--- config.mk ---
export PLATFORM = sky130hd
export DESIGN_NAME = precise_trap_unit
export DESIGN_NICKNAME = d
export VERILOG_FILES = /design/src/rtl/ptu_pkg.sv /design/src/rtl/ptu_stage.sv /design/src/rtl/ptu_cause_enc.sv /design/src/rtl/precise_trap_unit.sv
export SDC_FILE = /design/constraint.sdc
export NUM_CORES = 1
export LEC_CHECK = 0
export ABC_AREA = 0
export BUFFER_PORTS_ARGS = -buffer_cell sky130_fd_sc_hd__buf_2
export CAP_MARGIN = 15
export CORE_UTILIZATION = 61
export DETAILED_ROUTE_END_ITERATION = 8
export PLACE_DENSITY = 0.85
export REMOVE_ABC_BUFFERS = 1
export SYNTH_ARGS = -nofsm -noshare
export SYNTH_HDL_FRONTEND = slang
export SYNTH_SLANG_ARGS = --single-unit
--- constraint.sdc ---
create_clock -name clk_i -period 4.2 [get_ports clk_i]
set_input_delay 0.84 -clock clk_i [delete_from_list [all_inputs] [get_ports clk_i]]
set_output_delay 0.84 -clock clk_i [all_outputs]
set_load 0.01 [all_outputs]
--- src/rtl/ptu_pkg.sv ---
`timescale 1ns/1ps
package ptu_pkg;
  localparam int unsigned VEC_W = 8;
  localparam int unsigned CODE_W = 3;
  typedef enum logic [CODE_W-1:0] {
    CAUSE_FETCH_PF   = 3'd0,
    CAUSE_FETCH_MIS  = 3'd1,
    CAUSE_FETCH_PROT = 3'd2,
    CAUSE_ILLEGAL    = 3'd3,
    CAUSE_ARITH      = 3'd4,
    CAUSE_DATA_PF    = 3'd5,
    CAUSE_DATA_MIS   = 3'd6,
    CAUSE_DATA_PROT  = 3'd7
  } cause_e;
endpackage

--- src/rtl/ptu_stage.sv ---
`timescale 1ns/1ps
module ptu_stage
  import ptu_pkg::*;
#(
  parameter int unsigned PC_W = 32
) (
  input  logic             clk_i,
  input  logic             rst_ni,
  input  logic             flush_i,
  input  logic             valid_i,
  input  logic [PC_W-1:0]  pc_i,
  input  logic             slot_i,
  input  logic [PC_W-1:0]  tgt_i,
  input  logic [VEC_W-1:0] vec_i,
  input  logic [VEC_W-1:0] post_i,
  output logic             valid_o,
  output logic [PC_W-1:0]  pc_o,
  output logic             slot_o,
  output logic [PC_W-1:0]  tgt_o,
  output logic [VEC_W-1:0] vec_o
);
  always_ff @(posedge clk_i or negedge rst_ni) begin
    if (!rst_ni) begin
      valid_o <= 1'b0;
      pc_o    <= '0;
      slot_o  <= 1'b0;
      tgt_o   <= '0;
      vec_o   <= '0;
    end else if (flush_i) begin
      valid_o <= 1'b0;
      vec_o   <= '0;
    end else begin
      valid_o <= valid_i;
      pc_o    <= pc_i;
      slot_o  <= slot_i;
      tgt_o   <= tgt_i;
      // strobes only land on an occupied stage
      vec_o   <= valid_i ? (vec_i | post_i) : '0;
    end
  end
endmodule

--- src/rtl/ptu_cause_enc.sv ---
`timescale 1ns/1ps
module ptu_cause_enc
  import ptu_pkg::*;
(
  input  logic [VEC_W-1:0] vec_i,
  output cause_e           cause_o
);
  // lowest set bit = earliest stage
  always_comb begin
    cause_o = CAUSE_FETCH_PF;
    for (int i = VEC_W - 1; i >= 0; i--) begin
      if (vec_i[i]) cause_o = cause_e'(i[CODE_W-1:0]);
    end
  end
endmodule

--- src/rtl/precise_trap_unit.sv ---
`timescale 1ns/1ps
module precise_trap_unit
  import ptu_pkg::*;
#(
  parameter int unsigned       PC_W       = 32,
  parameter logic [PC_W-1:0]   HANDLER_PC = 32'h0000_0080,
  parameter int unsigned       INSN_BYTES = 4
) (
  input  logic              clk_i,
  input  logic              rst_ni,
  input  logic              if_valid_i,
  input  logic [PC_W-1:0]   if_pc_i,
  input  logic              if_slot_i,
  input  logic [PC_W-1:0]   if_tgt_i,
  input  logic [2:0]        if_fault_i,
  input  logic              id_illegal_i,
  input  logic              ex_arith_i,
  input  logic [2:0]        mem_fault_i,
  output logic              mem_wr_ok_o,
  output logic              commit_o,
  output logic [PC_W-1:0]   retire_pc_o,
  output logic              trap_o,
  output logic [CODE_W-1:0] trap_cause_o,
  output logic              trap_slot_o,
  output logic [PC_W-1:0]   restart_pc_o,
  output logic              redirect_o,
  output logic [PC_W-1:0]   redirect_pc_o
);
  localparam int unsigned NSTG = 4;         // decode, execute, memory, write-back
  localparam int unsigned MEM  = NSTG - 1;
  localparam int unsigned WB   = NSTG;

  logic             v_s    [NSTG+1];
  logic [PC_W-1:0]  pc_s   [NSTG+1];
  logic             slot_s [NSTG+1];
  logic [PC_W-1:0]  tgt_s  [NSTG+1];
  logic [VEC_W-1:0] vec_s  [NSTG+1];
  logic [VEC_W-1:0] post_s [NSTG];

  logic   redirect_q;
  logic   trap;
  cause_e cause;

  // index 0 is the fetch slot, fed from the ports
  assign v_s[0]    = if_valid_i & ~redirect_q;
  assign pc_s[0]   = if_pc_i;
  assign slot_s[0] = if_slot_i;
  assign tgt_s[0]  = if_tgt_i;
  assign vec_s[0]  = '0;

  assign post_s[0] = {5'b0, if_fault_i};
  assign post_s[1] = {4'b0, id_illegal_i, 3'b0};
  assign post_s[2] = {3'b0, ex_arith_i, 4'b0};
  assign post_s[3] = {mem_fault_i, 5'b0};

  for (genvar g = 0; g < NSTG; g++) begin : g_stage
    ptu_stage #(.PC_W(PC_W)) i_stage (
      .clk_i   (clk_i),
      .rst_ni  (rst_ni),
      .flush_i (trap),
      .valid_i (v_s[g]),
      .pc_i    (pc_s[g]),
      .slot_i  (slot_s[g]),
      .tgt_i   (tgt_s[g]),
      .vec_i   (vec_s[g]),
      .post_i  (post_s[g]),
      .valid_o (v_s[g+1]),
      .pc_o    (pc_s[g+1]),
      .slot_o  (slot_s[g+1]),
      .tgt_o   (tgt_s[g+1]),
      .vec_o   (vec_s[g+1])
    );
  end

  ptu_cause_enc i_enc (
    .vec_i   (vec_s[WB]),
    .cause_o (cause)
  );

  assign trap     = v_s[WB] & (|vec_s[WB]);
  assign commit_o = v_s[WB] & ~(|vec_s[WB]);
  assign trap_o   = trap;

  assign mem_wr_ok_o = v_s[MEM] & ~trap & ~(|(vec_s[MEM] | post_s[MEM]));

  assign retire_pc_o  = pc_s[WB];
  assign trap_cause_o = cause;
  assign trap_slot_o  = slot_s[WB];
  assign restart_pc_o = slot_s[WB] ? tgt_s[WB] : pc_s[WB] + PC_W'(INSN_BYTES);

  always_ff @(posedge clk_i or negedge rst_ni) begin
    if (!rst_ni) redirect_q <= 1'b0;
    else         redirect_q <= trap;
  end

  assign redirect_o    = redirect_q;
  assign redirect_pc_o = HANDLER_PC;
endmodule

Word-level counts from Yosys, hierarchy flattened
Index checks and enable logic that the tools add are counted.

Add/subtract/negate cells: 1. Muxes and demuxes: 21. Bitwise operators: 12. Reduce and logical (&&, ||, !) cells: 2.

Operators by type and width (count): two-way mux 8 bit (7); adder 32 x 3 -> 32 bit (second input constant) (1); two-way mux 32 bit (1); two-way mux 3 bit (9); OR reduction 8 bit (2); OR 8 x 4 -> 8 bit (1); OR 8 x 5 -> 8 bit (1); OR 8 bit (1); AND 1 bit (5); two-way mux 1 bit (4); NOT 1 bit (4).

Register bits after elaboration: 297. Input port bits: 76. Output and inout port bits: 104. Logic and storage cells: 57.

Logic depth before layout (Yosys ltp)
Depth after elaboration: 8. Mapped depth: 7. Mapped depth without buffers: 5.

By module
From an unflattened synthesis, not the netlist that was laid out.

Cell total of the unflattened synthesis: 889. Area total of the unflattened synthesis: 12933.7 um2.

By module, submodules not included: ptu_stage (instances 4, cells an instance 165, area each 2875.3 um2, seq. area each 1851.8 um2); precise_trap_unit (instances 1, cells an instance 217, area each 1348.8 um2, seq. area each 25.0 um2); ptu_cause_enc (instances 1, cells an instance 12, area each 83.8 um2, seq. area each 0.0 um2).

Worst setup path before layout
OpenSTA, ideal clock, no wires.

Path kind: register -> output. From: register g_stage[3].i_stage.pc_o[2]. To: output restart_pc_o[24]. Arrival: 1.891 ns. Required time: 3.360 ns. Setup slack: 1.469 ns. Cell stages (with the launch flop): 7. Buffers on the path: 1. Cell sequence: dfrtp_1 ha_1 nand4_1 or4_1 buf_2 or3_1 a31oi_1.

Word-level cells in the longest chain between the ends: 2.

RTL lines: start: declaration (line ptu_stage.sv:17) `output logic [PC_W-1:0] pc_o,`; start signal: assignment (line ptu_stage.sv:34) `pc_o <= pc_i;`; adder 32 x 3 -> 32 bit (line precise_trap_unit.sv:89) `assign restart_pc_o = slot_s[WB] ? tgt_s[WB] : pc_s[WB] + PC_W'(INSN_BYTES);`; two-way mux 32 bit (line precise_trap_unit.sv:89); end: declaration (line precise_trap_unit.sv:25) `output logic [PC_W-1:0] restart_pc_o,`.

No other way between the ends.

Final worst setup path
From: register g_stage[3].i_stage.pc_o[4]. To: output restart_pc_o[29].

Same word-level chain as after synthesis.

==> impl.org <==
** Status
- Outcome :: finished clean

** Synthesis
- In this run, synthesis produced a sequential element count of 285.
- Warnings, synthesis :: 0
- Post-synth design cell area :: 11,800 sq um
- Syn avg cell area :: just under 9 sq um
- After synthesis, the netlist uses 42 different library cells.
- Sequential elements use about 60% of the synthesized area.
- After synthesis, the share of flip-flops with an asynchronous set or reset is 100%.
- In the synthesized netlist, the number of instances is 1,366.
- Among all flip-flop cells after synthesis, the most frequent one is sky130_fd_sc_hd__dfrtp_1.
- Yosys mapped a number of flops with a built-in enable equal to 0.

** STA
- Crit share post-route :: 88.0%
- RSZ-0062 raised after global routing :: no
- In this run the tightest slew margin relative to its limit is a little over a third.
- Final Max Tran Viols :: 0
- Hold Slack :: ~270 ps
- Setup violations remaining at the end of the flow were counted as 0.
- Slew of the pin with the lowest slew margin :: 952 ps
- The count of endpoints failing hold in the final timing report was 0.
- Max Fclk :: 271 MHz
- The worst path meets setup with 506 ps of slack.
- Between clock sinks in the finished design, the worst skew comes to 14.2 ps.
- Counting I/O delays and the setup requirement, the final critical path takes 3690 ps.

** Global routing
- Summed over all layers, the global routing overflow is 0.
- Maximum number of pins on one net before global-route repair :: 119
- The via count of the first global-routing pass is 8,408.
- Global-route wire length before repair :: 41.1 mm
- Tot GR Track Use :: between 20% and 30%
- The initial antenna violation count is 2.

** Setup path
- The worst register-to-register path has a depth of 6.
- In this run the worst path has a maximum fanout of 9.
- The critical path ends at restart_pc_o[29].
- The setup path with the least slack is of type reg2out.
- Crit end category :: output pin
- STA puts the critical path data required time at 3360 ps.
- Worst Setup Start Kind :: register
- The startpoint identified for the worst register-to-register timing path is g_stage[3].i_stage.vec_o[1].
- Origin of the worst setup path :: g_stage[3].i_stage.pc_o[4]
- For the worst setup path, the data arrival time is approximately 2900 ps.
- In this run the critical register-to-register path is captured at g_stage[1].i_stage.pc_o[8].
- In this run the register-to-register setup slack is 1190 ps.

** Power
- Of the total power, the share spent switching nets is between 30% and 40%.
- Power Dens Cells :: between 800 and 900 nW/um^2
- Overall power after layout :: 11.0 mW
- In this run, the combinational gates consume around 33% of the power.
- The clock network burns 22.7% of the power.
- Peak ir drop on the vdd network :: around 0.42 mV
- Net switching power of the design :: 4.20 mW
- Seq pwr share :: approximately 45%
- Static leakage :: 7.29 nW
- The internal portion of the total power is 6.78 mW.

** Placement
- In this run the tool buffered the top-level ports with 147 buffer cells.
- Sum of net half-perimeters after detailed placement :: 15.2 mm
- GPL Wtd Cong :: 0.880
- Pre-CTS setup slack :: 1120 ps
- Counting tap cells, the placed design contains a total of 1,710 instances.

** Cells and area
- Fill cells in the final layout number 1,437.
- Compared with the post-synthesis result, the final layout area differs by 14.0%.
- Of the cells placed in the final design, the portion with a size suffix greater than 1 is 14.0%.
- Measured on the finished design, the core utilization comes to 71.6%.
- Number of cells in the finished layout apart from fillers :: 1,764
- Nets :: roughly 1,600

** CTS
- No sink is reached through more buffers than the 3 on the longest clock path.
- Once the clock tree was built, the setup fixing pass inserted 0 buffers.
- In this run, CTS created clock tree buffers numbering 29.
- TritonCTS built the clock tree.
- Clock insertion delay at the later pin of the skew report :: 540 ps
- For this design, the sink count on the clock tree is about 290.
- Clock edge transition at the registers on the reported setup and hold paths :: 60 ps
- CTS built an H-tree with a depth of 1.
- Cts repair resizes :: 0
- Number of hold-repair buffers added at the cts stage :: 0
- Clock root buffer master :: sky130_fd_sc_hd__clkbuf_16

** Routing
- Total length of routed wires :: 24.6 mm
- DRC :: 0
- The first detailed-routing pass ran for 5 iterations.
- In this run the remaining antenna-violating nets after routing total 0.
- The first routing iteration left around 690 violations.
- The final route contains between 8,000 and 9,000 vias.
- Avg Vias per Cell :: between 5 and 6
- In the final routed layout, each cell accounts on average for 13.9 um.

** Floorplan
- Standard-cell rows :: 50
- Height of the chip :: 141 um
- For this configuration, the core starts out at a cell density of a little over three fifths.
- Die Area :: 20,000 sq um
- Measured along the x axis, the die boundary spans 141 um.
- In this run the standard cell core region covers 18,800 sq um.
- Top-level port count :: 180

** Min path
- The path class of the tightest hold or removal check is in2async.

** Job
- Across the run, the number of max-cap violations was 0.
[cell families after synthesis]
group                    count (synthesis)  share of synthesized area, %
buffers and inverters                  109                          5.15
flip-flops                             285                          60.3
multiplexers                             3                         0.285
XOR/XNOR                                14                          1.04
AO/OA/AOI/OAI                           48                          2.45
other                                    2                        0.0635
adder cells (fa/ha/maj)                  1                         0.106
AND/OR/NAND/NOR                        904                          30.6
[state kept, by name, indices dropped and copies added (netlist names)]
name	flops
g_stage.i_stage.slot_o	4
g_stage.i_stage.pc_o	128
g_stage.i_stage.valid_o	4
g_stage.i_stage.tgt_o	128
g_stage.i_stage.vec_o	20
redirect_o	1
[Yosys cell counts, types with 8 or more instances]
master,count,area (sq um)
sky130_fd_sc_hd__clkbuf_1,13,48.8
sky130_fd_sc_hd__or4_1,10,75.1
sky130_fd_sc_hd__nand4_1,8,50.1
sky130_fd_sc_hd__and3_1,23,144
sky130_fd_sc_hd__buf_4,33,248
sky130_fd_sc_hd__nand3_1,11,55.1
sky130_fd_sc_hd__dfrtp_1,285,7130
sky130_fd_sc_hd__buf_2,55,275
sky130_fd_sc_hd__xor2_1,8,70.1
sky130_fd_sc_hd__nand2_1,804,3020
sky130_fd_sc_hd__o21ai_0,22,110
sky130_fd_sc_hd__nor2_1,13,48.8
sky130_fd_sc_hd__a31oi_1,11,68.8
[power by group through the flow]
stage / logic (mW) / clock network, mW / registers [mW]
3_5_place_dp: 3.57 / 0 / 4.91
6_report: 3.58 / 2.49 / 4.91
3_3_place_gp: 3.45 / 0 / 4.84
4_1_cts: 3.61 / 2.54 / 4.90
2_1_floorplan: 2.48 / 0 / 4.70
5_1_grt: 4.08 / 2.64 / 5.07
[final cells by class]
type	count	area (sq um)	share of cell area (%)
flip-flops and latches	285	7130	52.9
multi-input cells	1002	4220	31.3
clock buffers	50	935	6.93
repair buffers	157	833	6.18
well taps	260	325	2.41
inverters	6	30.0	0.223
clock inverters	2	10.0	0.0742
diodes	2	5.00	0.0371
[how the worst min path moves through the flow]
stage,from,endpoint,slack (ps)
3_5_place_dp,redirect_o,g_stage[0].i_stage.valid_o,450
4_1_cts,rst_ni,g_stage[1].i_stage.tgt_o[11],300
6_report,rst_ni,g_stage[0].i_stage.tgt_o[11],270
2_1_floorplan,g_stage[3].i_stage.tgt_o[28],g_stage[3].i_stage.tgt_o[28],430
5_1_grt,rst_ni,g_stage[1].i_stage.tgt_o[11],320
3_3_place_gp,g_stage[3].i_stage.tgt_o[28],g_stage[3].i_stage.tgt_o[28],440
[routing by layer]
| metal | share of wire [%] | up-vias | track usage (%) |
|---|---|---|---|
| met5 | 0.045 | - | 0 |
| met4 | 2.8 | 2 | 7.67 |
| met3 | 5.8 | 51 | 4.12 |
| met2 | 48 | 255 | 42.2 |
| met1 | 43 | 4254 | 35.3 |
| li1 | - | 4424 | - |
[cells in the final DEF, fill, tap and decap left out, types with 13 or more instances in the layout]
cell type / netlist / layout
sky130_fd_sc_hd__nand2_1: 804 / 804
sky130_fd_sc_hd__dfrtp_1: 285 / 285
sky130_fd_sc_hd__buf_2: 55 / 146
sky130_fd_sc_hd__conb_1: 2 / 32
sky130_fd_sc_hd__clkbuf_16: 0 / 29
sky130_fd_sc_hd__and3_1: 23 / 23
sky130_fd_sc_hd__o21ai_0: 22 / 22
sky130_fd_sc_hd__nor2_1: 13 / 13
sky130_fd_sc_hd__clkbuf_8: 0 / 13
[through the flow]
stage	setup TNS (ps)	instance area, sq um
final	0	13500
after floorplan	-3760910	11400
after global placement	0	12500
after CTS	0	13500
after global routing	0	13500
after detailed placement	0	12500
[worst max-delay path, cell delays in order, from the launching register on]
cell and delay (ps):
sky130_fd_sc_hd__dfrtp_1 510, sky130_fd_sc_hd__and3_1 560, sky130_fd_sc_hd__nand3_1 360, sky130_fd_sc_hd__or4_1 480
sky130_fd_sc_hd__a31oi_1 230, sky130_fd_sc_hd__buf_2 180
Note: power is estimated with default switching activity, not from simulation.
